[config.mk]
export PLATFORM = sky130hd
export DESIGN_NAME = usb_irq_status
export DESIGN_NICKNAME = d
export VERILOG_FILES = /design/src/rtl/usb_sts_pkg.sv /design/src/rtl/usb_evt_qualify.sv /design/src/rtl/usb_frame_index.sv /design/src/rtl/usb_w1c_bank.sv /design/src/rtl/usb_irq_status.sv
export SDC_FILE = /design/constraint.sdc
export NUM_CORES = 1
export LEC_CHECK = 0
export BUFFER_PORTS_ARGS = -buffer_cell sky130_fd_sc_hd__buf_2
export CAP_MARGIN = 20
export CORE_UTILIZATION = 46
export DETAILED_ROUTE_END_ITERATION = 8
export GPL_TIMING_DRIVEN = 0
export PLACE_DENSITY = 0.8
export SLEW_MARGIN = 40
export SYNTH_ARGS = -nofsm -noshare
export SYNTH_HDL_FRONTEND = slang
export SYNTH_SLANG_ARGS = --single-unit
[constraint.sdc]
create_clock -name clk -period 2.55 [get_ports clk]
set_clock_uncertainty 0.05 [all_clocks]
set_input_delay 0.51 -clock clk [delete_from_list [all_inputs] [get_ports clk]]
set_output_delay 0.51 -clock clk [all_outputs]
set_load 0.005 [all_outputs]
[src/rtl/usb_sts_pkg.sv]
package usb_sts_pkg;
  localparam int STS_W  = 7;
  localparam int ADDR_W = 2;
  localparam int B_SOF  = 0;
  localparam int B_PORT = 1;
  localparam int B_ROLL = 2;
  localparam int B_SERR = 3;
  localparam int B_AADV = 4;
  localparam int B_URST = 5;
  localparam int B_SUSP = 6;
  localparam logic [ADDR_W-1:0] A_STS = 2'd0;
  localparam logic [ADDR_W-1:0] A_EN  = 2'd1;
  localparam logic [ADDR_W-1:0] A_IDX = 2'd2;
  typedef logic [STS_W-1:0] sts_vec_t;
endpackage

[src/rtl/usb_evt_qualify.sv]
module usb_evt_qualify
  import usb_sts_pkg::*;
(
  input  logic     clk,
  input  logic     rst_n,
  input  logic     host_mode,
  input  logic     phy_clk_on,
  input  logic     port_susp,
  input  logic     uframe_tick,
  input  logic     sof_seen,
  input  logic     sof_late,
  input  logic     bus_reset,
  input  logic     dev_suspended,
  input  logic     async_adv,
  input  logic     sys_err,
  input  logic     conn_chg,
  input  logic     en_chg,
  input  logic     resume_jk,
  input  logic     speed_entry,
  input  logic     roll_evt,
  output sts_vec_t set_vec
);
  logic susp_q;

  always_ff @(posedge clk or negedge rst_n) begin
    if (!rst_n) susp_q <= 1'b0;
    else        susp_q <= dev_suspended;
  end

  always_comb begin
    set_vec = '0;
    if (host_mode) begin
      set_vec[B_SOF]  = uframe_tick & phy_clk_on & ~port_susp;
      set_vec[B_PORT] = conn_chg | en_chg | resume_jk;
      set_vec[B_ROLL] = roll_evt;
      set_vec[B_AADV] = async_adv;
    end else begin
      set_vec[B_SOF]  = sof_seen | sof_late;
      set_vec[B_PORT] = speed_entry;
      set_vec[B_URST] = bus_reset;
      set_vec[B_SUSP] = dev_suspended & ~susp_q;
    end
    set_vec[B_SERR] = sys_err;
  end
endmodule

[src/rtl/usb_frame_index.sv]
module usb_frame_index #(
  parameter int IDX_W   = 14,
  parameter int LSEL_W  = 2,
  parameter int TOP_BIT = 13
) (
  input  logic              clk,
  input  logic              rst_n,
  input  logic              tick,
  input  logic              running,
  input  logic [LSEL_W-1:0] list_sel,
  output logic [IDX_W-1:0]  idx,
  output logic              roll
);
  localparam int SEL_W = $clog2(IDX_W);

  logic [IDX_W-1:0] nxt;
  logic [SEL_W-1:0] sel;
  logic             adv;

  assign adv = tick & running;
  assign nxt = idx + 1'b1;
  assign sel = SEL_W'(TOP_BIT) - SEL_W'(list_sel);
  assign roll = adv & (idx[sel] != nxt[sel]);

  always_ff @(posedge clk or negedge rst_n) begin
    if (!rst_n)   idx <= '0;
    else if (adv) idx <= nxt;
  end
endmodule

[src/rtl/usb_w1c_bank.sv]
module usb_w1c_bank #(
  parameter int W = 7
) (
  input  logic         clk,
  input  logic         rst_n,
  input  logic [W-1:0] set_vec,
  input  logic [W-1:0] clr_vec,
  output logic [W-1:0] q
);
  for (genvar i = 0; i < W; i++) begin : g_bit
    always_ff @(posedge clk or negedge rst_n) begin
      if (!rst_n)          q[i] <= 1'b0;
      else if (set_vec[i]) q[i] <= 1'b1;
      else if (clr_vec[i]) q[i] <= 1'b0;
    end
  end
endmodule

[src/rtl/usb_irq_status.sv]
module usb_irq_status
  import usb_sts_pkg::*;
#(
  parameter int DATA_W  = 32,
  parameter int IDX_W   = 14,
  parameter int LSEL_W  = 2,
  parameter int TOP_BIT = 13
) (
  input  logic              clk,
  input  logic              rst_n,
  input  logic              host_mode,
  input  logic              phy_clk_on,
  input  logic              port_susp,
  input  logic              running,
  input  logic [LSEL_W-1:0] list_sel,
  input  logic              uframe_tick,
  input  logic              sof_seen,
  input  logic              sof_late,
  input  logic              bus_reset,
  input  logic              dev_suspended,
  input  logic              async_adv,
  input  logic              sys_err,
  input  logic              conn_chg,
  input  logic              en_chg,
  input  logic              resume_jk,
  input  logic              speed_entry,
  input  logic              reg_wr,
  input  logic [ADDR_W-1:0] reg_addr,
  input  logic [DATA_W-1:0] reg_wdata,
  output logic [DATA_W-1:0] reg_rdata,
  output logic              irq,
  output logic              run_clear
);
  sts_vec_t         set_vec, clr_vec, sts, en_q;
  logic [IDX_W-1:0] frame_idx;
  logic             roll_evt;
  logic             run_clr_q;

  usb_frame_index #(.IDX_W(IDX_W), .LSEL_W(LSEL_W), .TOP_BIT(TOP_BIT)) u_idx (
    .clk(clk), .rst_n(rst_n), .tick(uframe_tick), .running(running),
    .list_sel(list_sel), .idx(frame_idx), .roll(roll_evt)
  );

  usb_evt_qualify u_qual (
    .clk(clk), .rst_n(rst_n), .host_mode(host_mode), .phy_clk_on(phy_clk_on),
    .port_susp(port_susp), .uframe_tick(uframe_tick), .sof_seen(sof_seen),
    .sof_late(sof_late), .bus_reset(bus_reset), .dev_suspended(dev_suspended),
    .async_adv(async_adv), .sys_err(sys_err), .conn_chg(conn_chg),
    .en_chg(en_chg), .resume_jk(resume_jk), .speed_entry(speed_entry),
    .roll_evt(roll_evt), .set_vec(set_vec)
  );

  assign clr_vec = (reg_wr && reg_addr == A_STS) ? reg_wdata[STS_W-1:0] : '0;

  usb_w1c_bank #(.W(STS_W)) u_bank (
    .clk(clk), .rst_n(rst_n), .set_vec(set_vec), .clr_vec(clr_vec), .q(sts)
  );

  always_ff @(posedge clk or negedge rst_n) begin
    if (!rst_n) begin
      en_q      <= '0;
      run_clr_q <= 1'b0;
    end else begin
      if (reg_wr && reg_addr == A_EN) en_q <= reg_wdata[STS_W-1:0];
      run_clr_q <= sys_err & host_mode;
    end
  end

  always_comb begin
    case (reg_addr)
      A_STS:   reg_rdata = DATA_W'(sts);
      A_EN:    reg_rdata = DATA_W'(en_q);
      A_IDX:   reg_rdata = DATA_W'(frame_idx);
      default: reg_rdata = '0;
    endcase
  end

  assign irq       = |(sts & en_q);
  assign run_clear = run_clr_q;
endmodule

After elaboration in Yosys (flattened, before gate mapping)
Cells that the tools add are included.

storage, ports and cells
  register bits after elaboration = 30
  input bits = 54
  output and inout port bits = 34
  word-level logic and storage cells = 64

operators by class
  add/sub/neg operators = 2
  magnitude comparators = 1
  equal/unequal tests = 3
  multiplexer cells = 24
  bitwise logic cells = 12
  reduce and logical (&&, ||, !) cells = 11

operators with widths
  cell                                                         count
  one-hot mux 14 bit (3 select lines)                          1
  2-to-1 mux 1 bit                                             18
  adder 14 x 1 -> 14 bit (second input constant)               1
  nonzero test 2 bit                                           7
  binary-select mux 1 bit (select 4 bit)                       2
  AND 7 bit                                                    1
  2-to-1 mux 7 bit                                             1
  OR reduction 7 bit                                           1
  AND 1 bit                                                    6
  less-than comparator 4 x 5 -> 1 bit (second input constant)  1
  2-to-1 mux 2 bit                                             2
  subtractor 3 x 3 -> 4 bit (first input constant)             1
  OR 1 bit                                                     3
  equality test 2 x 1 -> 1 bit (second input constant)         1
  equality test 2 bit (second input constant)                  1
  logical AND 1 bit                                            2
  zero test 2 bit                                              1
  inverter 1 bit                                               2
  != test 1 bit                                                1

Longest topological paths before layout
  word-level depth = 7
  depth in mapped cells = 7

Hierarchy
From an unflattened synthesis, not the netlist that was laid out.

unflattened totals
  cell total of the unflattened synthesis = 183
  area, all modules = 1929.4 sq um

modules (own cells, without submodules)
  module           instances  cells an instance  area each (sq um)  sequential area each (sq um)
  usb_frame_index  1          76                 832.0              350.3
  usb_irq_status   1          74                 748.2              200.2
  usb_w1c_bank     1          21                 254.0              175.2
  usb_evt_qualify  1          12                 95.1               25.0

Least setup slack after synthesis
No wires, ideal clock.

  path type = input to register
  start point = in reg_addr[1]
  end point = reg u_bank.q[2]
  arrival time = 1.911 ns
  required time = 2.361 ns
  slack = 0.451 ns
  cell stages on the path = 4
  path buffers = 1
  path through = clkbuf_1 > nor3b_1 > a21boi_0 > or4_1

between the ends
  word-level cells in the longest chain between the ends = 4

ends and longest elaborated chain
  element                              line                  source
  from (decl)                          usb_irq_status.sv:28  input logic [ADDR_W-1:0] reg_addr,
  zero test 2 bit                      usb_irq_status.sv:53  assign clr_vec = (reg_wr && reg_addr == A_STS) ? reg_wdata[STS_W-1:0] : '0;
  logical AND 1 bit                    usb_irq_status.sv:53
  2-to-1 mux 7 bit                     usb_irq_status.sv:53
  nonzero test 2 bit (no source line)  --
  to (signal, indexed assignment)      usb_w1c_bank.sv:12    if (!rst_n) q[i] <= 1'b0;
  to (signal, indexed assignment)      usb_w1c_bank.sv:13    else if (set_vec[i]) q[i] <= 1'b1;
  to (signal, indexed assignment)      usb_w1c_bank.sv:14    else if (clr_vec[i]) q[i] <= 1'b0;
  to (decl)                            usb_w1c_bank.sv:8     output logic [W-1:0] q

Every way passes these cells.
A chain may end at the register's enable or synchronous reset.

Worst setup path in the final report
Same ends and word-level chain as after synthesis.

==> results.md <==
- The nature of the critical path endpoint is a flip-flop.
- The total of cells resized after clock tree synthesis is 0.
- For the worst-skew pair, the clock arrives at the later sink with an insertion delay of ~0.29 ns.
- The final sum of negative setup slack is 0 ns.
- The global route total overflow is 0.
- The maximum operating frequency is roughly 0.44 GHz.
- The worst hold path belongs to the class in2async.
- The count of input and output buffers is 41.
- Wires add up to 3610 um.
- Entering global routing, the biggest net connects 31 pins.
- Summed over all cells, the static leakage comes to 1.09 nW.
- Global routing used about a fifth of the available tracks across all layers.
- The floorplan core area is 3690 um2.
- The number of flops mapped to enable cells by yosys is 0.
- A synthesized cell averages approximately 9.6 um2.
- For this design the top-level I/O count stands at 88.
- The cell class contributing the biggest share of worst-path delay is simple AND/OR/NAND/NOR gates.
- The total power divided by cell area is approximately 600 nW/um2.
- The share of synthesized registers carrying an async set or reset is between 90% and 100%.
- The wire length of the first global-routing pass is 6090 um.
- The full die area is slightly above 4000 um2.
- Sequential cells were found to cover a little over two fifths of the synthesized design area.
- The largest vdd supply drop is 0.405 mV.
- The count of buffering cells on the critical path with inverters included is 1.
- The type of element launching the critical path is an input port.
- The initial antenna violation count was 0.
- In this run, CTS created clock tree buffers numbering 5.
- The share of synthesized area in the top cell type comes to a little over two fifths.
- The kind of critical path is in2reg.
- In this run, distinct cell masters in the synthesized netlist total 40.
- The final net count is around 310.
- The antenna violation net count after detailed routing is 0.
- 0 antenna diodes ended up in the layout.
- The number of warnings printed during yosys synthesis is 0.
- The run finished with clean final reports.
- The start of the worst register-to-register path is u_idx.idx[3]$_DFFE_PN0P_.
- The hold-fix buffer count after cts is 0.
- The biggest area contributor in the post-synthesis netlist is dfrtp_1.
- The flip-flop cell with the highest count after synthesis is dfrtp_1.
- The final weighted congestion in routability-driven placement is approximately 0.80.
- In this design, the stage delay of the slowest critical-path cell is approximately 0.80 ns.
- The post-CTS setup-driven buffer insertion count is 0.
- At the worst endpoint, the arrival time is ~2.4 ns.
- The violation count after the first detailed-routing iteration is 39.
- The final HPWL from detailed placement is 2760 um.
- In this run the cell area of the synthesized design comes to 1790 um2.
- The via count of the first global-routing pass is about 1.4k.
- The critical path goes through clkbuf_1 > nor3b_1 > a21boi_0 > or4_1.
- The tightest slew margin relative to the limit is ~42%.
- The post-synthesis cell count is 187.
- The die height is 64.5 um.
- After detailed routing, the average wire length per cell comes to 12.0 um.
- Clock-pin slew was measured on the worst setup and hold paths at approximately 0.07 ns.
- Ranked by total cell area, the synthesized netlist is headed by dfrtp_1 42%, buf_4 7.5%, nand2_1 6.3%.
- The clock tree from TritonCTS is built.
- In the routed layout, each cell is associated on average with a via count of between 4 and 5.
- The layout overhead on the synthesized area is 23.4%.
- The initial standard-cell utilization of the core is between 40% and 50%.
- The final worst-path cycle share is between 80 and 90%.
- The wire length on met2 is roughly 1800 um.
- The maximum buffer depth of the clock tree is 2.
- The top layer used by detailed routing is met4.
- For this run, design rule violations remaining after detail routing come to 0.
- Hold timing on the final database bottoms out at a slack of between 0.15 and 0.2 ns.
- The worst register-to-register path has a setup slack of roughly 0.36 ns.
- The register bit total from synthesis is 30.
- After layout, the minimum clock period comes to ~2.3 ns.
- The count of pins over their slew limit is 0.
- Setup repair after global routing left no endpoint under its margin.
- The number of hold violations in the final report is 0.
- The total via count after detailed routing is around 1.5k.
- The worst path required time is ~2.7 ns.
- The maximum fanout count along the critical path is 10.
- The share of layout cells above drive strength 1 is approximately 31%.
- The max-cap check violation count is 0.
- The slew at the pin with the worst max-slew slack is 0.861 ns.
- The H-tree was split into 2 levels.
- The library cell contributing the largest single delay on the critical path is nor3b_1.
- The routed metal-1 wire length is between 1500 and 2000 um.
- The count of final setup violators is 0.
- The number of iterations in the first detailed-routing pass is 4.
- The floorplan step set the die width to ~64 um.
- The launch point of the worst path is reg_addr[1].
- The total power draw is approximately 1.3 mW.
- The number of sinks handled by clock tree synthesis is 30.
- The routed design uses between 150 and 200 um of met3 wire.
- The root cell of the clock tree is clkbuf_8.
- The number of placement rows is 22.
==> synthesized netlist by cell type, types with 2 or more instances <==
cell type	number
dfrtp_1	30
nand2_1	30
buf_4	18
xnor2_1	10
o21ai_0	9
and2_1	8
mux2_2	8
mux2i_1	8
nor2_1	8
clkbuf_1	7
nand3_1	5
nor3_1	5
nand4_1	4
xor2_1	4
inv_1	3
nor2b_1	3
a21o_1	2
a22o_1	2
a22oi_1	2
==> layer usage <==
layer	global-route usage, %	vias up
met5	0	-
met4	8.06	0
met3	5.28	6
met2	33.4	42
met1	22.8	690
li1	-	735
==> metrics by stage <==
step                std cells  area, um2  utilization, %  worst slack [ns]
floorplan                 204       1860               -             0.451
finish                    301       2210            60.0             0.262
CTS                       301       2210            60.0             0.283
global route              301       2210            60.0             0.191
global placement          293       2120            57.6            0.0267
detailed placement        293       2120            57.6            0.0135
==> worst paths after layout <==
path | endpoint | cells past startpoint
min in group clk | u_qual.susp_q$_DFF_PN0_ | 1
max in group asynchronous | u_idx.idx[13]$_DFFE_PN0P_ | 1
max reg2reg | u_bank.q[2]$_DFFE_PN0P_ | 6
min reg2reg | u_bank.q[1]$_DFFE_PN0P_ | 2
max | u_bank.q[2]$_DFFE_PN0P_ | 4
min | u_bank.q[3]$_DFFE_PN0P_ | 1
==> worst reg2reg max path: cells and delay by family (launching register included) <==
family / cells / cell delay [ns]
simple gates: 3 / 1.12
flops: 1 / 0.48
mux: 2 / 0.24
xor+xnor: 1 / 0.17
==> cell usage in the layout (no fill, tap or decap), types with 2 or more instances in the layout <==
cell,n
and2_1,8
nand4_1,4
nor2_1,8
mux2_2,8
dfrtp_1,30
inv_1,3
nand3_1,5
buf_4,18
a22o_1,2
o21ai_0,9
conb_1,18
nand2_1,30
a21o_1,2
clkbuf_1,8
buf_2,41
clkbuf_8,6
nor3_1,5
xor2_1,4
nor2b_1,3
a22oi_1,2
xnor2_1,10
mux2i_1,8
==> state kept, by name, summed over array words and instances, names as in the netlist <==
register / flops
run_clear: 1
en_q: 7
u_qual.susp_q: 1
u_idx.idx: 14
u_bank.q: 7
==> logic make-up (layout without fill, tap and decap cells) <==
kind of cell | count (synthesis) | count (layout) | share of synthesized area (%)
and+or+nand+nor | 74 | 74 | 21.4
xor gates and xnor gates | 15 | 15 | 7.74
muxes | 17 | 17 | 10.7
DFF | 30 | 30 | 41.8
other | 1 | 18 | 0.209
AOI/OAI and AO/OA | 21 | 21 | 7.74
buffers and inverters | 28 | 77 | 9.62
adders and majority gates | 1 | 1 | 0.697
==> where the power goes <==
part | switching [mW] | internal (mW) | total, mW
clock | 0.180 | 0.217 | 0.397
sequential | 0.107 | 0.557 | 0.664
combinational | 0.124 | 0.153 | 0.277
total | 0.411 | 0.927 | 1.34
==> area by class of cell <==
| type | instances | area [um2] |
|---|---|---|
| Fill cell | 342 | 1470 |
| Clock inverter | 1 | 5.00 |
| Sequential cell | 30 | 751 |
| Tap cell | 48 | 60.1 |
| Timing Repair Buffer | 41 | 205 |
| Multi-Input combinational cell | 146 | 935 |
| Clock buffer | 7 | 86.3 |
| Inverter | 3 | 11.3 |
| Buffer | 25 | 161 |
Power figures use the tool's default switching activity.
